==> src/rtl/pt_walker_pkg.sv <==
package pt_walker_pkg;
  localparam int BIT_PRESENT = 0;
  localparam int BIT_WRITE   = 1;
  localparam int BIT_USER    = 2;
  localparam int BIT_ACC     = 5;
  localparam int BIT_DIRTY   = 6;
  localparam int BIT_BIG     = 7;

  typedef enum logic [1:0] {
    CAUSE_NONE   = 2'd0,
    CAUSE_ABSENT = 2'd1,
    CAUSE_USER   = 2'd2,
    CAUSE_WRITE  = 2'd3
  } cause_e;

  typedef enum logic [2:0] {
    ST_IDLE, ST_RD1, ST_RD2, ST_WB1, ST_WB2
  } state_e;
endpackage

==> src/rtl/pt_entry_check.sv <==
module pt_entry_check
  import pt_walker_pkg::*;
#(
  parameter int ENT_W = 32
) (
  input  logic [ENT_W-1:0] entry,
  input  logic             is_write,
  input  logic             is_user,
  input  logic             is_leaf,
  output logic             fault,
  output logic [1:0]       cause,
  output logic [ENT_W-1:0] updated,
  output logic             changed
);
  cause_e c;

  always_comb begin
    c = CAUSE_NONE;
    if (!entry[BIT_PRESENT])             c = CAUSE_ABSENT;
    else if (is_user && !entry[BIT_USER]) c = CAUSE_USER;
    else if (is_write && !entry[BIT_WRITE]) c = CAUSE_WRITE;
  end

  always_comb begin
    updated = entry;
    updated[BIT_ACC] = 1'b1;
    if (is_leaf && is_write) updated[BIT_DIRTY] = 1'b1;
  end

  assign cause   = c;
  assign fault   = (c != CAUSE_NONE);
  assign changed = (updated != entry);
endmodule

==> src/rtl/pt_addr_gen.sv <==
module pt_addr_gen #(
  parameter int ENT_W     = 32,
  parameter int IDX_W     = 10,
  parameter int FRAME_LSB = 12
) (
  input  logic [ENT_W-FRAME_LSB-1:0] frame,
  input  logic [IDX_W-1:0]           idx,
  output logic [ENT_W-1:0]           addr
);
  localparam int PAD_W = FRAME_LSB - IDX_W;

  assign addr = {frame, idx, {PAD_W{1'b0}}};
endmodule

==> src/rtl/pt_walker.sv <==
module pt_walker
  import pt_walker_pkg::*;
#(
  parameter int IDX1_W = 10,
  parameter int IDX2_W = 10,
  parameter int OFF_W  = 12,
  parameter int ENT_W  = 32
) (
  input  logic                   clk,
  input  logic                   rst,
  input  logic                   req_valid,
  output logic                   req_ready,
  input  logic [IDX1_W+IDX2_W+OFF_W-1:0] req_vaddr,
  input  logic                   req_write,
  input  logic                   req_user,
  input  logic [ENT_W-OFF_W-1:0] root_frame,
  output logic                   mem_req,
  output logic                   mem_we,
  output logic [ENT_W-1:0]       mem_addr,
  output logic [ENT_W-1:0]       mem_wdata,
  input  logic                   mem_ack,
  input  logic [ENT_W-1:0]       mem_rdata,
  output logic                   done,
  output logic                   done_fault,
  output logic [1:0]             done_cause,
  output logic [ENT_W-1:0]       done_paddr
);
  localparam int VA_W      = IDX1_W + IDX2_W + OFF_W;
  localparam int BIG_OFF_W = IDX2_W + OFF_W;

  state_e               state_q;
  logic [BIG_OFF_W-1:0] va_q;
  logic                 wr_q, us_q, big_q, e2_chg_q;
  logic [ENT_W-1:0]     e1_q, e1_new_q, e1_addr_q;
  logic [ENT_W-1:0]     e2_new_q, e2_addr_q, pa_q;

  logic [ENT_W-1:0] l1_addr, l2_addr, leaf_pa, chk_upd;
  logic             chk_fault, chk_changed, chk_leaf;
  logic [1:0]       chk_cause;

  pt_addr_gen #(.ENT_W(ENT_W), .IDX_W(IDX1_W), .FRAME_LSB(OFF_W)) u_l1_addr (
    .frame(root_frame),
    .idx  (req_vaddr[VA_W-1 -: IDX1_W]),
    .addr (l1_addr)
  );

  pt_addr_gen #(.ENT_W(ENT_W), .IDX_W(IDX2_W), .FRAME_LSB(OFF_W)) u_l2_addr (
    .frame(mem_rdata[ENT_W-1:OFF_W]),
    .idx  (va_q[OFF_W +: IDX2_W]),
    .addr (l2_addr)
  );

  assign chk_leaf = (state_q == ST_RD2) || mem_rdata[BIT_BIG];

  pt_entry_check #(.ENT_W(ENT_W)) u_check (
    .entry   (mem_rdata),
    .is_write(wr_q),
    .is_user (us_q),
    .is_leaf (chk_leaf),
    .fault   (chk_fault),
    .cause   (chk_cause),
    .updated (chk_upd),
    .changed (chk_changed)
  );

  always_comb begin
    if (state_q == ST_RD1)
      leaf_pa = {mem_rdata[ENT_W-1:BIG_OFF_W], va_q[BIG_OFF_W-1:0]};
    else
      leaf_pa = {mem_rdata[ENT_W-1:OFF_W], va_q[OFF_W-1:0]};
  end

  assign req_ready = (state_q == ST_IDLE);

  always_ff @(posedge clk) begin
    if (rst) begin
      state_q    <= ST_IDLE;
      va_q       <= '0;
      wr_q       <= 1'b0;
      us_q       <= 1'b0;
      big_q      <= 1'b0;
      e2_chg_q   <= 1'b0;
      e1_q       <= '0;
      e1_new_q   <= '0;
      e1_addr_q  <= '0;
      e2_new_q   <= '0;
      e2_addr_q  <= '0;
      pa_q       <= '0;
      mem_req    <= 1'b0;
      mem_we     <= 1'b0;
      mem_addr   <= '0;
      mem_wdata  <= '0;
      done       <= 1'b0;
      done_fault <= 1'b0;
      done_cause <= 2'd0;
      done_paddr <= '0;
    end else begin
      mem_req <= 1'b0;
      done    <= 1'b0;
      case (state_q)
        ST_IDLE: begin
          if (req_valid) begin
            va_q      <= req_vaddr[BIG_OFF_W-1:0];
            wr_q      <= req_write;
            us_q      <= req_user;
            e1_addr_q <= l1_addr;
            mem_addr  <= l1_addr;
            mem_we    <= 1'b0;
            mem_req   <= 1'b1;
            state_q   <= ST_RD1;
          end
        end
        ST_RD1: begin
          if (mem_ack) begin
            e1_q     <= mem_rdata;
            e1_new_q <= chk_upd;
            big_q    <= mem_rdata[BIT_BIG];
            if (chk_fault) begin
              done       <= 1'b1;
              done_fault <= 1'b1;
              done_cause <= chk_cause;
              done_paddr <= '0;
              state_q    <= ST_IDLE;
            end else if (mem_rdata[BIT_BIG]) begin
              pa_q <= leaf_pa;
              if (chk_changed) begin
                mem_addr  <= e1_addr_q;
                mem_wdata <= chk_upd;
                mem_we    <= 1'b1;
                mem_req   <= 1'b1;
                state_q   <= ST_WB1;
              end else begin
                done       <= 1'b1;
                done_fault <= 1'b0;
                done_cause <= 2'd0;
                done_paddr <= leaf_pa;
                state_q    <= ST_IDLE;
              end
            end else begin
              e2_addr_q <= l2_addr;
              mem_addr  <= l2_addr;
              mem_we    <= 1'b0;
              mem_req   <= 1'b1;
              state_q   <= ST_RD2;
            end
          end
        end
        ST_RD2: begin
          if (mem_ack) begin
            if (chk_fault) begin
              done       <= 1'b1;
              done_fault <= 1'b1;
              done_cause <= chk_cause;
              done_paddr <= '0;
              state_q    <= ST_IDLE;
            end else begin
              e2_new_q <= chk_upd;
              e2_chg_q <= chk_changed;
              pa_q     <= leaf_pa;
              if (e1_new_q != e1_q) begin
                mem_addr  <= e1_addr_q;
                mem_wdata <= e1_new_q;
                mem_we    <= 1'b1;
                mem_req   <= 1'b1;
                state_q   <= ST_WB1;
              end else if (chk_changed) begin
                mem_addr  <= e2_addr_q;
                mem_wdata <= chk_upd;
                mem_we    <= 1'b1;
                mem_req   <= 1'b1;
                state_q   <= ST_WB2;
              end else begin
                done       <= 1'b1;
                done_fault <= 1'b0;
                done_cause <= 2'd0;
                done_paddr <= leaf_pa;
                state_q    <= ST_IDLE;
              end
            end
          end
        end
        ST_WB1: begin
          if (mem_ack) begin
            if (!big_q && e2_chg_q) begin
              mem_addr  <= e2_addr_q;
              mem_wdata <= e2_new_q;
              mem_we    <= 1'b1;
              mem_req   <= 1'b1;
              state_q   <= ST_WB2;
            end else begin
              done       <= 1'b1;
              done_fault <= 1'b0;
              done_cause <= 2'd0;
              done_paddr <= pa_q;
              state_q    <= ST_IDLE;
            end
          end
        end
        ST_WB2: begin
          if (mem_ack) begin
            done       <= 1'b1;
            done_fault <= 1'b0;
            done_cause <= 2'd0;
            done_paddr <= pa_q;
            state_q    <= ST_IDLE;
          end
        end
        default: state_q <= ST_IDLE;
      endcase
    end
  end
endmodule

==> config.mk <==
export PLATFORM = sky130hd
export DESIGN_NAME = pt_walker
export DESIGN_NICKNAME = d
export VERILOG_FILES = /design/src/rtl/pt_walker_pkg.sv /design/src/rtl/pt_entry_check.sv /design/src/rtl/pt_addr_gen.sv /design/src/rtl/pt_walker.sv
export SDC_FILE = /design/constraint.sdc
export NUM_CORES = 1
export LEC_CHECK = 0
export BUFFER_PORTS_ARGS = -buffer_cell sky130_fd_sc_hd__buf_2
export CORE_ASPECT_RATIO = 0.8
export CORE_UTILIZATION = 45
export DETAILED_ROUTE_END_ITERATION = 10
export GPL_ROUTABILITY_DRIVEN = 0
export PLACE_DENSITY = 0.67
export SYNTH_ARGS = -nofsm -noshare
export SYNTH_HDL_FRONTEND = slang
export SYNTH_SLANG_ARGS = --single-unit
==> constraint.sdc <==
create_clock -name clk -period 2.5 [get_ports clk]
set_input_delay 0.125 -clock clk [delete_from_list [all_inputs] [get_ports clk]]
set_output_delay 0.125 -clock clk [all_outputs]
set_load 0.1 [all_outputs]
Word level (Yosys, flattened, before mapping)
Cells that the tools add are included.
- equality and inequality tests: 21
- mux-type cells: 113
- bitwise gates (word level): 2
- reductions and logical operators: 24
- operators with widths (cell ; number):
    $mux 32 ; 36
    $pmux 32 s4 ; 2
    $pmux 32 s3 ; 1
    $pmux 32 s2 ; 1
    $mux 1 ; 41
    $mux 3 ; 11
    $ne 32x32->1 ; 1
    $mux 2 ; 14
    $mux 22 ; 1
    $ne 2x2->1 const B ; 11
    $reduce_and 10->1 ; 2
    $pmux 1 s4 ; 4
    $reduce_and 8->1 ; 2
    $pmux 3 s5 ; 1
    $ne 3x3->1 const B ; 3
    $pmux 2 s4 ; 1
    $reduce_bool 4->1 ; 2
    $eq 3x2->1 const B ; 2
    $reduce_and 6->1 ; 1
    $reduce_and 5->1 ; 1
    $logic_and 1x1->1 ; 4
    $reduce_and 2->1 ; 2
    $reduce_and 4->1 ; 1
    $reduce_bool 2->1 ; 2
    other kinds (10) ; 13
- register bits: 319
- input port bits: 90
- logic and storage cells: 180

Logic depth before layout (Yosys ltp)
Gate-level depths: netlist of run 1.
- depth after elaboration: 10
- gate-level depth with buffers: 10

By module
Synthesis of run 1 repeated with hierarchy kept, for this count alone.
- cells, all modules: 2209
- area total of the unflattened synthesis: 16804.9 µm²
- modules (own cells, without submodules) (module ; instances ; cells each ; area an instance (µm²)):
    pt_walker ; 1 ; 2102 ; 16014.1
    pt_addr_gen ; 2 ; 33 ; 244.0
    pt_entry_check ; 1 ; 41 ; 302.8

Worst setup path after synthesis of run 1
OpenSTA, ideal clock, no wires.
- kind: reg2reg
- from: reg state_q[1]
- to: reg e1_addr_q[10]
- data arrival time: 3.716 ns
- required time: 2.368 ns
- slack: -1.348 ns
- stages on the path, launching flop included: 7
- buffers on the path: 2
- period minus slack after synthesis: 3.848 ns
- cell sequence: dfxtp_1 buf_2 nor3_1 nand2_1 clkbuf_1 nand2_1 a21oi_1
- word-level cells in the longest chain between the ends: 2
- ends and longest elaborated chain (what ; line ; text):
    start: declaration ; pt_walker.sv:31 ; state_e state_q;
    start signal: assignment ; pt_walker.sv:77 ; state_q <= ST_IDLE;
    start signal: assignment ; pt_walker.sv:110 ; state_q <= ST_RD1;
    start signal: assignment ; pt_walker.sv:123 ; state_q <= ST_IDLE;
    $logic_not 3->1 ; n/a ;
    named net req_ready ; pt_walker.sv:12 ; output logic req_ready,
    $reduce_and 2->1 (no source line) ; n/a ;
    end signal: assignment ; pt_walker.sv:106 ; e1_addr_q <= l1_addr;
    end: declaration ; pt_walker.sv:34 ; logic [ENT_W-1:0] e1_q, e1_new_q, e1_addr_q;
The timed path passes the listed nets, and every way through them passes these cells.
A chain may end at the register's enable or synchronous reset.

Worst setup path after layout of run 1
- from: reg state_q[1]
- to: reg va_q[0]
- word-level cells in the longest chain between the ends: 2
- ends and longest elaborated chain (what ; line ; text):
    $logic_not 3->1 ; pt_walker.sv:100 ; case (state_q)
    $reduce_and 2->1 (no source line) ; n/a ;
    end signal: assignment ; pt_walker.sv:103 ; va_q <= req_vaddr[BIG_OFF_W-1:0];
    end: declaration ; pt_walker.sv:32 ; logic [BIG_OFF_W-1:0] va_q;
Every way passes these cells.

==> impl_metrics.json, run 1 <==
{
  "status": "finished clean",
  "wire_per_inst_um": 18.13,
  "yosysSeqAreaShare_pct": 44.54,
  "critical_path_buf_inv_count": 2,
  "setup_violations": 0,
  "cts_inserted_buffers": 28,
  "synth-seq-cells": 286,
  "hold_path.class": "input port to flip-flop",
  "grt_overflow": 0,
  "peakVddDrop_v": 0.0005100,
  "maxCapViolations": 0,
  "cp.arrival_ps": 2830,
  "cts_tree": "built",
  "ios": 193,
  "grt_pass1_vias": 11740,
  "fmax_mhz": 422.3,
  "cpPeakStageDelay_ps": 950,
  "final_cells": 2227,
  "finalCriticalPeriod_ps": 2368,
  "place_hpwl_mm": 25.26,
  "worst_slew_pin_slew_ps": 1212,
  "cts_sinks": 286,
  "synth.area.top_cells": "dfxtp_1 (45%), a21oi_1 (12%), nand2_1 (11%)",
  "leakage_nw": 6.065,
  "start_kind": "flip-flop",
  "cts_root_buffer": "clkbuf_16",
  "via_per_inst": 5.715,
  "syn_avg_cell_area_um2": 7.806,
  "die_w_um": 191.0,
  "slew_headroom_pct": 19.22,
  "area_growth_pct": 24.01,
  "powerDensity_nw_per_um2": 760.3,
  "final_nets": 1934,
  "ys.flop_type": "dfxtp_1",
  "layout-drive-gt1-share_pct": 17.99,
  "path_max_fanout": 54,
  "track_usage_pct": 26.73,
  "drc": 0,
  "cpLargestDelayFamily": "simple AND/OR/NAND/NOR gates",
  "clk_pin_slew_ps": 60,
  "yosysTopAreaCell": "dfxtp_1",
  "crit_top_cell": "buf_4",
  "clock_skew_ps": 16.30,
  "synthArstFlopShare_pct": 0,
  "core_area_um2": 27630,
  "dp_slack_ps": 172.0,
  "worstPathRequired_ps": 2960,
  "yosysUniqueCellTypes": 56,
  "setup.worst_path.class": "flip-flop to flip-flop",
  "fillerInstances": 2559,
  "start_util_pct": 46.52,
  "antenna_found_initial": 0,
  "port_buffers": 190,
  "grt_pass1_wl_mm": 63.47,
  "dr.pass1.iters": 6,
  "grt_max_degree": 112,
  "routed_wl_mm": 40.38,
  "cts_htree_levels": 1,
  "netlist_top_cells_count": "nand2_1 (380), a21oi_1 (308), dfxtp_1 (286)",
  "period_share_pct": 94.73,
  "dpl_cell_area_um2": 14090,
  "crit_slowest_cell": "and2_2",
  "post-cts-setup-buffers": 0,
  "vias": 12730,
  "yosys.area.top_type_share_pct": 44.54,
  "timing.hold.ws_ps": 20.37,
  "final.setup.tns_ps": 0,
  "die_y_um": 153.2,
  "synth_edf_count": 0,
  "final_cell_area_um2": 15940,
  "setup_ws_ps": 131.8,
  "path_cells": "buf_4 -> nor3_4 -> buf_4 -> and2_2 -> nand2_1 -> a21oi_1",
  "power_mw": 12.12,
  "clkLatencyLatePin_ps": 540,
  "dp_cells": 2091,
  "rows": 54,
  "post-route-util_pct": 57.69,
  "slew_viol_final": 0,
  "cts_buffer_depth": 3,
  "endpoint_kind": "flip-flop",
  "syn_inst": 1647,
  "dr.first_iter.drc_count": 1400,
  "rsz0062_at_grt": "no",
  "die_area_um2": 29250,
  "netlist_area_um2": 12860,
  "hold_violations": 0,
  "yosys_warnings": 0,
  "yosysMostFrequentCell": "nand2_1",
  "ant_nets": 0
}
## power by group
group | switching (mW) | total (mW) | leakage (nW) | internal, mW
sequential | 0.148 | 4.94 | 2.33 | 4.79
combinational | 2.02 | 2.74 | 3.26 | 0.721
clock | 1.78 | 4.44 | 0.477 | 2.66
## layout by cell type, fill, tap and decap left out, types with 28 or more instances in the layout
cell,instances
nor2_1,116
o21ai_0,37
buf_4,38
nor3_1,40
o41ai_2,29
nand2_1,379
nor2b_1,35
dlygate4sd3_1,87
a211o_1,30
inv_1,28
dfxtp_1,285
buf_2,189
a211oi_1,36
a22oi_1,41
clkbuf_16,29
a21oi_1,307
## worst min-delay path, stage by stage
cell and delay, ps:
buf_2 200, nand2_1 90, a2111oi_0 90
## cells by family after synthesis
family                 count (synthesis)  synth area share [%]
buffers and inverters                187                 6.404
flip-flops                           286                 44.54
AO/OA/AOI/OAI                        546                 28.11
other                                  1               0.02917
multiplexers                          13                 1.012
AND/OR/NAND/NOR                      612                 19.78
XOR/XNOR                               2                0.1363
## sequential cells by signal (all words and copies together), names as in the netlist, 2 cells and up
signal / flops
e2_addr_q: 30
e1_new_q: 2
done_cause: 2
state_q: 3
e1_addr_q: 30
va_q: 22
e2_new_q: 32
done_paddr: 32
mem_wdata: 32
e1_q: 32
pa_q: 32
mem_addr: 30
## worst paths after layout
check / from / depth (start not counted) / slack (ps) / endpoint
setup reg to reg: state_q[1]$_SDFFE_PP0P_ / 6 / 130 / va_q[0]$_SDFFE_PP0P_
setup / recovery: state_q[1]$_SDFFE_PP0P_ / 6 / 130 / va_q[0]$_SDFFE_PP0P_
hold reg to reg: mem_wdata[28]$_SDFFE_PP0P_ / 2 / 450 / mem_wdata[28]$_SDFFE_PP0P_
hold / removal: mem_ack / 3 / 20 / state_q[0]$_SDFFE_PP0P_
## cell type report
| cell class | count | area (µm²) | share of cell area (%) |
|---|---|---|---|
| diodes | 1 | 2.502 | 0.01570 |
| flip-flops and latches | 286 | 5729 | 35.94 |
| clock buffers | 37 | 805.8 | 5.054 |
| inverters | 29 | 108.9 | 0.6828 |
| multi-input cells | 1175 | 6386 | 40.06 |
| clock inverters | 11 | 157.7 | 0.9889 |
| repair buffers | 324 | 2297 | 14.41 |
| well taps | 364 | 455.4 | 2.857 |
## per-layer routing
metal  share of wire, %  track usage (%)  routed length [µm]  up-vias
met5                  0                0                   0        -
met4                2.4            7.657                 988        0
met3                7.0            3.100                2830       66
met2                 46            41.87               18400      468
met1                 45            38.41               18150     6077
li1                   -                -                   -     6116
## timing repair
action / CTS / global route
gates resized for setup: 0 / 2
endpoints found under the setup margin: 0 / 4
hold buffers: 87 / 0
endpoints found under the hold margin: 170 / 0
Note: power is estimated with default switching activity, not from simulation.
==> run 2: changes to the inputs <==
CELL_PAD_IN_SITES_DETAIL_PLACEMENT = 1   (was unset)
CELL_PAD_IN_SITES_GLOBAL_PLACEMENT = 2   (was unset)
CORE_UTILIZATION = 33   (was 45)
PLACE_DENSITY = 0.81   (was 0.67)
SLEW_MARGIN = 25   (was unset)
==> impl_metrics.json, run 2 (synthesis gave the netlist of run 1 again) <==
{
  "status": "finished clean",
  "start_kind": "flip-flop",
  "rrSetupSlack_ps": 180,
  "die_area_um2": 39760,
  "slew_headroom_pct": 58.61,
  "layout_commonest_cell": "nand2_1",
  "period_share_pct": 92.65,
  "ant_nets": 0,
  "place_hpwl_mm": 30.27,
  "clk_pin_slew_ps": 60,
  "regArea_um2": 5731,
  "r2r-start": "state_q[1]$_SDFFE_PP0P_",
  "post-route-util_pct": 42.71,
  "antenna_found_initial": 2,
  "worst_slew_pin_slew_ps": 619.4,
  "timing.hold.ws_ps": 10.89,
  "clock_skew_ps": 16.06,
  "post-cts-setup-buffers": 0,
  "worst_r2r_endpoint": "state_q[1]$_SDFFE_PP0P_",
  "worstPathRequired_ps": 2960,
  "track_usage_pct": 23.14,
  "layout_common_cells": "nand2_1 (379), a21oi_1 (307), dfxtp_1 (284), buf_2 (189), nor2_1 (116)",
  "wire_per_inst_um": 19.86,
  "hold_violations": 0,
  "cts_inserted_buffers": 34,
  "endpoint_kind": "flip-flop",
  "dr.first_iter.drc_count": 751,
  "final_nets": 1950,
  "cts_sinks": 286,
  "rsz0062_at_grt": "no",
  "powerDensity_nw_per_um2": 775.6,
  "finalCriticalPeriod_ps": 2316,
  "hold_path.class": "input port to flip-flop",
  "core_area_um2": 38280,
  "via_per_inst": 5.376,
  "fillerInstances": 4652,
  "crit_slowest_cell": "a2111oi_1",
  "grt_pass1_wl_mm": 72.41,
  "leakage_nw": 6.190,
  "grt_max_degree": 68,
  "path_max_fanout": 12,
  "hold_path.startpoint": "rst",
  "maxCapViolations": 0,
  "setup.worst_path.class": "flip-flop to flip-flop",
  "cp.arrival_ps": 2770,
  "ios": 193,
  "cts_htree_levels": 2,
  "peakVddDrop_v": 0.0003867,
  "r2r_cells": 9,
  "layout-drive-gt1-share_pct": 18.76,
  "grt_pass1_vias": 12650,
  "drc": 0,
  "cpPeakStageDelay_ps": 570,
  "rows": 64,
  "min_path_cells": 2,
  "vias": 12790,
  "area_growth_pct": 27.17,
  "setup_violations": 0,
  "critical_path.startpoint": "state_q[1]$_SDFFE_PP0P_",
  "dr.pass1.iters": 5,
  "multi_input_area_um2": 6375,
  "die_y_um": 178.5,
  "path_cells": "buf_4 -> nand2b_1 -> buf_4 -> nor2_1 -> buf_4 -> o21ai_0 -> a2111oi_1 -> nor2_1 -> nor2_1",
  "routed_wl_mm": 47.26,
  "cts_buffer_depth": 3,
  "cts_tree": "built",
  "holdPathEnd": "e1_addr_q[21]$_SDFFE_PP0P_",
  "fmax_mhz": 431.8,
  "die_w_um": 222.7,
  "clkLatencyLatePin_ps": 520,
  "port_buffers": 190,
  "final.setup.tns_ps": 0,
  "slew_viol_final": 0,
  "grt_overflow": 0,
  "start_util_pct": 33.59,
  "cts_root_buffer": "clkbuf_16"
}
==> run 2: power by group <==
part | switching, mW | internal, mW | total, mW
clock network | 2.01 | 2.91 | 4.92
logic | 2.07 | 0.742 | 2.81
registers | 0.151 | 4.79 | 4.94
total | 4.23 | 8.44 | 12.7
==> run 2: worst max-delay path by stage <==
stage	cells after the start	endpoint
2_1_floorplan	7	e1_addr_q[10]$_SDFFE_PP0P_
3_3_place_gp	6	done_paddr[0]$_SDFFE_PP0P_
3_5_place_dp	6	done_paddr[10]$_SDFFE_PP0P_
4_1_cts	6	done_paddr[10]$_SDFFE_PP0P_
5_1_grt	8	done_paddr[20]$_SDFFE_PP0P_
6_report	9	state_q[1]$_SDFFE_PP0P_
==> run 2: layer usage <==
| metal | track usage, % | vias to the layer above | wire [µm] |
|---|---|---|---|
| li1 | - | 6142 | - |
| met1 | 31.38 | 6308 | 22330 |
| met2 | 37.45 | 262 | 21930 |
| met3 | 3.591 | 78 | 1832 |
| met4 | 7.787 | 0 | 1164 |
| met5 | 0 | - | 0 |
==> run 2: timing repair <==
item | 4_1_cts | 5_1_grt
endpoints found under the setup margin | 0 | 1
resized for setup | 0 | 1
hold buffers | 86 | 0
hold endpoints to repair | 145 | 0
==> run 2: critical path: cells and delay by family (launching register included) <==
family	cells	cell delay, ps
and+or+nand+nor	4	550
buffers and inverters	3	640
DFF	1	360
AOI/OAI and AO/OA	2	690
==> run 2: area by class of cell <==
type                            instances  share of cell area [%]
Multi-Input combinational cell       1175                   38.99
Tap cell                              495                   3.788
Clock buffer                           50                   6.191
Sequential cell                       286                   35.05
Antenna cell                            2                 0.03061
Timing Repair Buffer                  334                   14.80
Clock inverter                          8                  0.4821
Inverter                               29                  0.6658
==> run 2: stage by stage <==
stage	worst slack [ps]	instances	power, mW	cell area [µm²]
6_report	183.8	2379	12.68	16350
5_1_grt	3.496	2378	13.20	16350
4_1_cts	160.0	2377	12.80	16340
3_5_place_dp	177.7	2233	7.752	14390
3_3_place_gp	293.2	2233	7.711	14390
2_1_floorplan	191.2	1648	7.011	12870
